==> config.mk <==
export PLATFORM = sky130hd
export DESIGN_NAME = calc_accum_core
export DESIGN_NICKNAME = d
export VERILOG_FILES = /design/src/rtl/calc_pkg.sv /design/src/rtl/calc_release_pulse.sv /design/src/rtl/calc_func_decode.sv /design/src/rtl/calc_accum_reg.sv /design/src/rtl/calc_accum_core.sv
export SDC_FILE = /design/constraint.sdc
export NUM_CORES = 1
export LEC_CHECK = 0
export ABC_AREA = 0
export BUFFER_PORTS_ARGS = -buffer_cell sky130_fd_sc_hd__clkbuf_2
export CAP_MARGIN = 40
export CORE_MARGIN = 2
export CORE_UTILIZATION = 58
export DETAILED_ROUTE_END_ITERATION = 8
export GPL_ROUTABILITY_DRIVEN = 0
export HOLD_SLACK_MARGIN = 0.06
export PLACE_DENSITY_LB_ADDON = 0.1
export SLEW_MARGIN = 20
export SYNTH_ARGS = -nofsm -noshare
export SYNTH_HDL_FRONTEND = slang
export SYNTH_SLANG_ARGS = --single-unit
==> constraint.sdc <==
create_clock -name clk_i -period 4.7 [get_ports clk_i]
set_input_delay 0.235 -clock clk_i [delete_from_list [all_inputs] [get_ports clk_i]]
set_output_delay 0.235 -clock clk_i [all_outputs]
set_load 0.02 [all_outputs]
==> src/rtl/calc_pkg.sv <==
package calc_pkg;

  localparam int unsigned NUM_BTN = 3;

  // Button index inside the internal pulse vector; the function select
  // is ordered {add, sub, mul}, so these indices are also its bit positions.
  localparam int unsigned BTN_MUL = 0;
  localparam int unsigned BTN_SUB = 1;
  localparam int unsigned BTN_ADD = 2;

  localparam logic [NUM_BTN-1:0] FN_NONE = 3'b000;
  localparam logic [NUM_BTN-1:0] FN_MUL  = 3'b001;
  localparam logic [NUM_BTN-1:0] FN_SUB  = 3'b010;
  localparam logic [NUM_BTN-1:0] FN_ADD  = 3'b100;

endpackage

==> src/rtl/calc_release_pulse.sv <==
module calc_release_pulse #(
  parameter int unsigned N = 3
) (
  input  logic         clk_i,
  input  logic         rst_ni,
  input  logic [N-1:0] btn_ni,
  output logic [N-1:0] pulse_o
);

  logic [N-1:0] btn_q;
  logic [N-1:0] btn_d;

  for (genvar g = 0; g < N; g++) begin : g_btn
    // next state: always follow the raw input
    always_comb begin
      btn_d[g] = btn_ni[g];
    end

    // released level on reset, so no pulse right after reset
    always_ff @(posedge clk_i or negedge rst_ni) begin
      if (!rst_ni) begin
        btn_q[g] <= 1'b1;
      end else begin
        btn_q[g] <= btn_d[g];
      end
    end

    // high now, low one cycle ago: the button has just been released
    assign pulse_o[g] = btn_ni[g] & ~btn_q[g];
  end

endmodule

==> src/rtl/calc_func_decode.sv <==
module calc_func_decode
  import calc_pkg::*;
(
  input  logic [NUM_BTN-1:0] pulse_i,
  output logic [NUM_BTN-1:0] func_sel_o,
  output logic               load_en_o,
  output logic               single_o
);

  always_comb begin
    func_sel_o = {pulse_i[BTN_ADD], pulse_i[BTN_SUB], pulse_i[BTN_MUL]};
    load_en_o  = |pulse_i;
    // at most one bit set: clearing the lowest set bit leaves zero
    single_o   = ((func_sel_o & (func_sel_o - 1'b1)) == '0);
  end

endmodule

==> src/rtl/calc_accum_reg.sv <==
module calc_accum_reg
  import calc_pkg::*;
#(
  parameter int unsigned ACCW = 8,
  parameter int unsigned OPW  = 6
) (
  input  logic               clk_i,
  input  logic               rst_ni,
  input  logic               clear_i,
  input  logic               load_en_i,
  input  logic               single_i,
  input  logic [NUM_BTN-1:0] func_sel_i,
  input  logic [OPW-1:0]     operand_i,
  output logic [ACCW-1:0]    acc_o
);

  localparam int unsigned PRODW = ACCW + OPW;

  logic [ACCW-1:0]  acc_q;
  logic [ACCW-1:0]  acc_d;
  logic [ACCW-1:0]  op_ext;
  logic [PRODW-1:0] prod;
  logic             acc_en;

  always_comb begin
    op_ext = ACCW'(operand_i);
    prod   = PRODW'(acc_q) * PRODW'(operand_i);
    acc_en = clear_i | (load_en_i & single_i);
    acc_d  = acc_q;
    if (clear_i) begin
      acc_d = '0;
    end else begin
      unique case (func_sel_i)
        FN_ADD:  acc_d = acc_q + op_ext;
        FN_SUB:  acc_d = acc_q - op_ext;
        FN_MUL:  acc_d = prod[ACCW-1:0];
        default: acc_d = acc_q;
      endcase
    end
  end

  always_ff @(posedge clk_i or negedge rst_ni) begin
    if (!rst_ni) begin
      acc_q <= '0;
    end else if (acc_en) begin
      acc_q <= acc_d;
    end
  end

  assign acc_o = acc_q;

endmodule

==> src/rtl/calc_accum_core.sv <==
module calc_accum_core
  import calc_pkg::*;
#(
  parameter int unsigned ACCW = 8,
  parameter int unsigned OPW  = 6
) (
  input  logic            clk_i,
  input  logic            rst_ni,
  input  logic            clear_ni,
  input  logic            add_ni,
  input  logic            sub_ni,
  input  logic            mul_ni,
  input  logic [OPW-1:0]  operand_i,
  output logic [OPW-1:0]  operand_o,
  output logic [ACCW-1:0] acc_o
);

  logic [NUM_BTN-1:0] btn_n;
  logic [NUM_BTN-1:0] pulse;
  logic [NUM_BTN-1:0] func_sel;
  logic               load_en;
  logic               single;

  always_comb begin
    btn_n          = '1;
    btn_n[BTN_ADD] = add_ni;
    btn_n[BTN_SUB] = sub_ni;
    btn_n[BTN_MUL] = mul_ni;
  end

  calc_release_pulse #(
    .N(NUM_BTN)
  ) u_pulse (
    .clk_i  (clk_i),
    .rst_ni (rst_ni),
    .btn_ni (btn_n),
    .pulse_o(pulse)
  );

  calc_func_decode u_decode (
    .pulse_i   (pulse),
    .func_sel_o(func_sel),
    .load_en_o (load_en),
    .single_o  (single)
  );

  calc_accum_reg #(
    .ACCW(ACCW),
    .OPW (OPW)
  ) u_acc (
    .clk_i     (clk_i),
    .rst_ni    (rst_ni),
    .clear_i   (~clear_ni),
    .load_en_i (load_en),
    .single_i  (single),
    .func_sel_i(func_sel),
    .operand_i (operand_i),
    .acc_o     (acc_o)
  );

  assign operand_o = operand_i;

endmodule

# Yosys cells after proc, flatten, opt, wreduce, memory -nomap -nowiden

Cells that the tools add are included.
Widths: inputs -> output; s select.

Add/subtract/negate cells: 3
$mul: 1
Divide/modulo/power cells: 0
$lt $le $gt $ge: 0
Equality and inequality tests: 4
Shift operators: 0
Muxes and demuxes: 2
Bitwise logic cells: 10
Reduce and logical (&&, ||, !) cells: 3

Operators with widths:

| kind                | number |
|---|---|
| $pmux 8 s3          | 1 |
| $add 8x6->8         | 1 |
| $mul 8x6->8         | 1 |
| $mux 8              | 1 |
| $sub 8x6->8         | 1 |
| $and 1x1->1         | 4 |
| $ne 4x1->1 const B  | 1 |
| $not 1->1           | 4 |
| $and 3x3->3         | 1 |
| $eq 3x1->1 const B  | 1 |
| $eq 3x2->1 const B  | 1 |
| $eq 3x3->1 const B  | 1 |
| $logic_not 3->1     | 1 |
| $reduce_or 3->1     | 1 |
| $sub 3x1->3 const B | 1 |
| $reduce_and 2->1    | 1 |
| $or 1x1->1          | 1 |

Bits in registers: 11
Latch bits: 0
RAM bits: 0
Memory bits (read-only): 0
Input port bits: 12
Output and inout port bits: 14
Logic and storage cells: 27
Memories kept: 0

# Logic depth before layout (Yosys ltp)

Gate-level depths: netlist of run 1.

Word-level depth: 8
Mapped depth: 15
Mapped depth without buffers: 14

# Modules after synthesis

A second synthesis of run 1 with hierarchy kept.

Cell total of the unflattened synthesis: 206
Area total of the unflattened synthesis: 1786.7 um2

By module, submodules not included:

| module             | times used | cells an instance | area an instance (um2) | sequential area each (um2) |
|---|---|---|---|---|
| calc_accum_reg     | 1          | 187               | 1576.5                 | 200.2 |
| calc_release_pulse | 1          | 6                 | 120.1                  | 78.8 |
| calc_accum_core    | 1          | 7                 | 48.8                   | 0.0 |
| calc_func_decode   | 1          | 6                 | 41.3                   | 0.0 |

# Worst setup path after synthesis of run 1

No wires, ideal clock.

Path kind: register -> register
From: register u_acc.acc_q[3] (netlist: u_acc.acc_o[3])
To: register u_acc.acc_q[7] (netlist: u_acc.acc_o[7])
Setup time: 0.129 ns
Data arrival time: 3.597 ns
Required time: 4.571 ns
Setup slack: 0.974 ns
Cell stages (with the launch flop): 14
Path buffers: 0
Clock period less this slack: 3.726 ns
Path through: dfrtp_1 > and2_1 > fa_1 > inv_1 > fa_1 > fa_1 > inv_1 > ha_1 > a21o_1 > a21oi_1 > xnor3_1 > nand2_1 > nor3b_2 > a211oi_2

Cells in the longest elaborated chain, start to end: 3
Elaborated cells on any way between the ends: 5
Classes of those cells: add/sub (2); mul (1); mux (2)

Ends and longest elaborated chain:

| what                                | line                 | text |
|---|---|---|
| from (decl)                         | calc_accum_reg.sv:19 | `logic [ACCW-1:0] acc_q;` |
| from (signal assigned)              | calc_accum_reg.sv:44 | `acc_q <= '0;` |
| from (signal assigned)              | calc_accum_reg.sv:46 | `acc_q <= acc_d;` |
| $mul 8x6->8 (tied with other cells) | calc_accum_reg.sv:27 | `prod = PRODW'(acc_q) * PRODW'(operand_i);` |
| $pmux 8 s3 (*)                      | calc_accum_reg.sv:33 | `unique case (func_sel_i)` |
| $mux 8 (*)                          | calc_accum_reg.sv:30 | `if (clear_i) begin` |

Mark *: on every way between the ends. The rest lies on a longest branch, timed or not.
A chain may end at the register's enable or synchronous reset.

# Worst setup path in the final report of run 1

Same ends and word-level chain as after synthesis.

==> results_dict.tcl, run 1 <==
set metrics [dict create \
    crit_top_cell "fa_1" \
    antenna_cells 0 \
    worst_pin_slew_ps 503.1 \
    clk_latency_ps 290 \
    critPathArrivalTime_ps 4040 \
    cts_tree "done" \
    placed_cells 238 \
    grt_pass1_vias 1425 \
    start_util_pct 62.00 \
    synth.area.top_cells "fa_1, ha_1, dfrtp_1" \
    hold_path.class "primary input to flip-flop" \
    r2r_setup_slack_ps 860 \
    syn_nets 236 \
    powerDensity_nw_per_um2 283.5 \
    final_hold_viol_count 0 \
    drt_first_pass_iters 6 \
    syn_area_um2 1739 \
    max_cap_violations 0 \
    fmax_ghz 0.2605 \
    reg2reg_depth 13 \
    switchingPower_mw 0.2481 \
    synth_cells 191 \
    synth_most_common_cell "nand2_1" \
    yosys-top-cells-count "nand2_1, ha_1, xnor2_1, inv_1, fa_1" \
    finalCritPeriodShare_pct 81.68 \
    drive_above_1_share_pct 20.93 \
    async_reset_ff_share_pct 100.0 \
    vias 1391 \
    worstSetupStartpointType "flip-flop" \
    tns_ps 0 \
    cts-root-buf "clkbuf_4" \
    cp.required_ps 4900 \
    clkSinkCount 11 \
    drt_iter0_drc 52 \
    cts_buffer_depth 2 \
    swShare_pct 45.79 \
    drcViolationCount 1 \
    post_drt_wl_per_cell_um 16.38 \
    h-tree-depth 1 \
    track_usage_pct 26.99 \
    maxSlewViolCount 0 \
    power_frac_comb_pct 62.9 \
    overflow 0 \
    antenna_found_initial 0 \
    crit_fanout 8 \
    ys.flop_type "dfrtp_1" \
    ys_seq_elements 11 \
    synth_top_area_share_pct 16.12 \
    cts_resized 0 \
    wirelength_um 4029 \
    core_area_um2 2805 \
    avgSynthCellArea_um2 9.106 \
    yosys_warnings 0 \
    grt_max_degree 16 \
    critPathSlowestCell "fa_1" \
    die_w_um 58.76 \
    status "finished, violations left" \
    cts_buffers 3 \
    rsz0062_at_grt "false" \
    num-nets-final 261 \
    place.port_buffers 25 \
    areaGrowthSynthToFinish_pct 9.928 \
    irDropWorstVdd_mv 0.2272 \
    critical_path_buf_inv_count 2 \
    fillers 237 \
    seqPwrFrac_pct 23.5 \
    grt_pass1_wl_um 6900 \
    setup_violations 0 \
    p_leak_nw 0.9575 \
    hold_slack_ps 283.6 \
    synth_largest_area_cell "fa_1" \
    hold_start "clear_ni" \
    synth.distinct_cells 44 \
    ioPinCount 26 \
    final_cells 246 \
    die_area_um2 3453 \
    worstPathCellList "and2_1, fa_1, inv_1, fa_1, fa_1, inv_1, ha_1, a21o_1, a21oi_1, xnor3_1, nor2_2, nor3b_2, a211oi_2" \
    r2r_end "u_acc.acc_o[7]" \
    viasPerCell 5.654 \
    critPathMaxStageDelay_ps 550 \
    yosysSeqAreaShare_pct 16.04 \
    die-height_um 58.76 \
    clk_pin_slew_worst_paths_ps 90 \
    synth_edf_count 0 \
    max-slew-margin-rel_pct 66.31 \
    fin_crit_ps 3839 \
    regToRegStartpoint "u_acc.acc_o[3]" \
    violations "design-rule violations" \
    dp.final_hpwl_um 3175 \
    hold_end "u_acc.acc_o[1]" \
    intPower_mw 0.2938 \
    cp-end-kind "flip-flop" \
    hold_depth 2 \
    p_clk_share_pct 13.6 \
    antenna_left 0 \
    rows 19 \
    finalPower_mw 0.5419 \
    path_class "flip-flop to flip-flop" \
    cpLargestDelayFamily "adder cells" \
    skew_ps 11.57 \
]
==> cells by family (layout without fill, tap and decap cells) <==
group	count (synthesis)	count (layout)	share of synthesized area (%)
buffers and inverters	26	50	7.050
multiplexers	3	3	1.799
XOR/XNOR	20	20	11.30
adder cells (fa/ha/maj)	33	33	29.78
AO/OA/AOI/OAI	33	33	14.39
flip-flops	11	11	16.04
AND/OR/NAND/NOR	65	65	19.64
==> what timing repair did <==
item / CTS / global route
hold buffers: 4 / 0
hold endpoints to repair: 11 / 0
buffers inserted: 0 / 0
==> cell type report <==
| cell class | count | area (um2) | area share, % |
|---|---|---|---|
| Multi-Input combinational cell | 154 | 1338 | 69.96 |
| Sequential cell | 11 | 279.0 | 14.59 |
| Timing Repair Buffer | 30 | 170.2 | 8.901 |
| Inverter | 16 | 60.06 | 3.141 |
| Tap cell | 31 | 38.79 | 2.029 |
| Clock buffer | 4 | 26.28 | 1.374 |
==> registers in the layout, summed over array words and instances (netlist names) <==
name           cells
u_acc.acc_o        8
u_pulse.btn_q      3
==> how the worst max path moves through the flow <==
stage,start,to,slack (ps),cells past startpoint
after global routing,u_acc.acc_o[3],u_acc.acc_o[7],690,13
after CTS,u_acc.acc_o[3],u_acc.acc_o[7],830,13
after detailed placement,u_acc.acc_o[3],u_acc.acc_o[7],850,13
final,u_acc.acc_o[3],u_acc.acc_o[7],860,13
after floorplan,u_acc.acc_o[3],u_acc.acc_o[7],970,13
after global placement,u_acc.acc_o[4],u_acc.acc_o[7],950,13
==> power by group through the flow <==
stage	logic [mW]	registers [mW]	clock network, mW
after floorplan	0.250	0.135	0
after CTS	0.342	0.128	0.0744
after global routing	0.381	0.130	0.0794
after detailed placement	0.336	0.130	0
after global placement	0.328	0.128	0
final	0.341	0.128	0.0736
==> cell usage in the layout (no fill, tap or decap), types with 2 or more instances in the layout <==
cell type and instances:
nor3_1 3, inv_1 15, o211ai_1 3, nand2_1 24, fa_1 14, clkbuf_4 3
a31oi_1 2, nor2b_1 4, a21oi_1 6, ha_1 19, o21ai_1 3, clkbuf_2 25
dlygate4sd3_1 4, nor2_1 11, o211a_1 4, dfstp_2 3, nand3_1 2, nor3b_2 2
mux2i_1 2, nand2b_1 2, xnor2_1 17, dfrtp_1 8, a21o_1 4, o21ai_0 3
and2_1 11
==> metrics by stage <==
stage / area (um2) / setup slack, ps / util (%)
after floorplan: 1739 / 973.5 / -
after global placement: 1841 / 953.9 / 65.61
after detailed placement: 1846 / 853.0 / 65.79
after CTS: 1912 / 832.8 / 68.15
after global routing: 1912 / 692.4 / 68.15
final: 1912 / 860.9 / 68.15
==> layer usage <==
metal	vias up	wire (um)	track usage (%)
met3	5	204	3.297
met4	0	45	5.844
met1	661	1861	37.76
li1	685	-	-
met5	-	0	0
met2	40	1917	44.92
No activity file was read; power rests on OpenSTA's default activity.
==> run 2: changes to the inputs <==
--- a/config.mk
+++ b/config.mk
@@ -9,7 +9,7 @@
 export BUFFER_PORTS_ARGS = -buffer_cell sky130_fd_sc_hd__clkbuf_2
 export CAP_MARGIN = 40
 export CORE_MARGIN = 2
-export CORE_UTILIZATION = 58
+export CORE_UTILIZATION = 52
 export DETAILED_ROUTE_END_ITERATION = 8
 export GPL_ROUTABILITY_DRIVEN = 0
 export HOLD_SLACK_MARGIN = 0.06
==> constraint.sdc (replaced) <==
create_clock -name clk_i -period 3.2 [get_ports clk_i]
set_input_delay 0.16 -clock clk_i [delete_from_list [all_inputs] [get_ports clk_i]]
set_output_delay 0.16 -clock clk_i [all_outputs]
set_load 0.02 [all_outputs]
==> run 2 against run 1 <==
Effect of this change: the run ends with negative setup slack left; die area is 11% higher; setup slack worse by 1000 ps; cell count increased by 17%; via count increased by 9.8%; non-clock buffer count grew 28; sequential share of layout area down 1.6 points; hold slack got worse by 70 ps; sequential power up 37%; maximum frequency up 15%; power rose by 67%; routed wire length up 8.8%; first-iteration DRC count rose by 73%.
==> results_dict.tcl, run 2 (same netlist as run 1, synthesis figures left out) <==
set metrics [dict create \
    status "finished, violations left" \
    violations "negative setup slack" \
    dp.final_hpwl_um 3758 \
    worstSetupStartpointType "flip-flop" \
    fillers 260 \
    cts_tree "done" \
    cts_buffer_depth 2 \
    start_util_pct 55.60 \
    clk_pin_slew_worst_paths_ps 80 \
    core_area_um2 3128 \
    regToRegStartpoint "u_acc.acc_o[3]" \
    fin_crit_ps 3349 \
    overflow 0 \
    fin_util_pct 70.24 \
    setup_ws_ps -149.5 \
    clkSinkCount 11 \
    clk_latency_ps 280 \
    drcViolationCount 0 \
    hold_slack_ps 213.6 \
    maxSlewViolCount 0 \
    placed_area_um2 2087 \
    post_drt_wl_per_cell_um 15.28 \
    p_leak_nw 1.101 \
    seq_area_um2 285.3 \
    wl_met3_um 214 \
    final_hold_viol_count 0 \
    route.met2.wl_um 2229 \
    antenna_found_initial 0 \
    cp-end-kind "flip-flop" \
    fmax_ghz 0.2986 \
    cts-root-buf "clkbuf_4" \
    rsz0062_at_grt "true" \
    largest_reg_flops 8 \
    r2r_setup_slack_ps -150 \
    wirelength_um 4385 \
    antenna_cells 0 \
    grt_pass1_wl_um 6948 \
    die_w_um 61.83 \
    grt_max_degree 16 \
    ioPinCount 26 \
    hold_start "clear_ni" \
    rows 20 \
    final_area_um2 2197 \
    max_cap_violations 0 \
    hold_end "u_acc.acc_o[2]" \
    die_area_um2 3823 \
    skew_ps 4.742 \
    final_cell_mix "buf_4, clkbuf_2, nand2_1, ha_1, xnor2_1" \
    hold_depth 2 \
    cts_buffers 3 \
    drt_first_pass_iters 4 \
    cp.required_ps 3350 \
    setup_violations 1 \
    r2r_end "u_acc.acc_o[7]" \
    crit_fanout 6 \
    track_usage_pct 25.27 \
    antenna_left 0 \
    drive_above_1_share_pct 37.04 \
    vias 1528 \
    finalCritPeriodShare_pct 104.7 \
    worst_pin_slew_ps 416.6 \
    die-height_um 61.83 \
    h-tree-depth 1 \
    max-slew-margin-rel_pct 72.02 \
    viasPerCell 5.324 \
    place.port_buffers 25 \
    irDropWorstVdd_mv 0.2285 \
    multi_input_area_um2 1386 \
    grt_pass1_vias 1539 \
    drt_iter0_drc 90 \
    path_class "flip-flop to flip-flop" \
    hold_path.class "primary input to flip-flop" \
    routed.top_layer "met4" \
    layout_commonest_cell "buf_4" \
    reg2reg_depth 13 \
    areaGrowthSynthToFinish_pct 26.33 \
    powerDensity_nw_per_um2 412.1 \
    critPathArrivalTime_ps 3500 \
    num-nets-final 289 \
    cp-startpoint "u_acc.acc_o[3]" \
    tns_ps -149.5 \
    met1Wirelength_um 1907 \
]
==> run 2: changes by cell type in the layout (fill, tap and decap cells not counted), sizes merged <==
| cell | delta |
|---|---|
| clkinv | +1 |
| clkbuf | -1 |
| buf | +28 |
==> run 2: worst max-delay path by stage <==
| stage | endpoint | slack (ps) | cells past startpoint |
|---|---|---|---|
| after floorplan | u_acc.acc_o[7] | -110 | 13 |
| after global placement | u_acc.acc_o[7] | -90 | 12 |
| after detailed placement | u_acc.acc_o[7] | -160 | 11 |
| after CTS | u_acc.acc_o[7] | -140 | 13 |
| after global routing | u_acc.acc_o[7] | -250 | 13 |
| final | u_acc.acc_o[7] | -150 | 13 |
==> run 2: repair_timing <==
action	4_1_cts	5_1_grt
buffers inserted	1	1
hold buffers	4	0
gates resized for setup	3	4
endpoints found under the setup margin	2	3
endpoints found under the hold margin	14	0
pin swaps	10	5
==> run 2: per-stage QoR <==
stage          cells  setup slack [ps]  power (mW)
4_1_cts          286            -141.4      0.8894
2_1_floorplan    191            -106.1      0.5843
6_report         287            -149.5      0.9054
3_3_place_gp     277            -88.11      0.7549
3_5_place_dp     277            -164.6      0.7732
5_1_grt          287            -246.9      0.9812
==> run 2: area by class of cell <==
| class | count | area share (%) |
|---|---|---|
| tap | 44 | 2.506 |
| sequential | 11 | 12.98 |
| inverter | 16 | 2.733 |
| multi-input combinational | 154 | 63.10 |
| timing repair buffer | 58 | 17.43 |
| clock buffer | 3 | 1.025 |
| clock inverter | 1 | 0.2278 |
==> run 2: metal layers <==
metal / GRT usage, % / vias to the layer above
li1: - / 735
met4: 6.079 / 0
met3: 1.242 / 5
met5: 0 / -
met1: 33.42 / 742
met2: 45.41 / 46
==> run 2: critical path, cell delays in order, from the launching register on <==
cell,delay (ps)
dfrtp_2,450
and2_4,150
fa_1,470
inv_1,50
fa_1,440
fa_1,500
inv_2,50
ha_4,210
a21o_1,180
a21oi_2,140
xnor3_1,260
nand2_1,80
nor3b_4,190
a211oi_2,50
==> run 2: where the power goes <==
| part | switching (mW) | internal, mW | leakage (nW) |
|---|---|---|---|
| Clock | 0.0532 | 0.0464 | 0.0177 |
| Combinational | 0.319 | 0.311 | 0.954 |
| Sequential | 0.0164 | 0.159 | 0.130 |
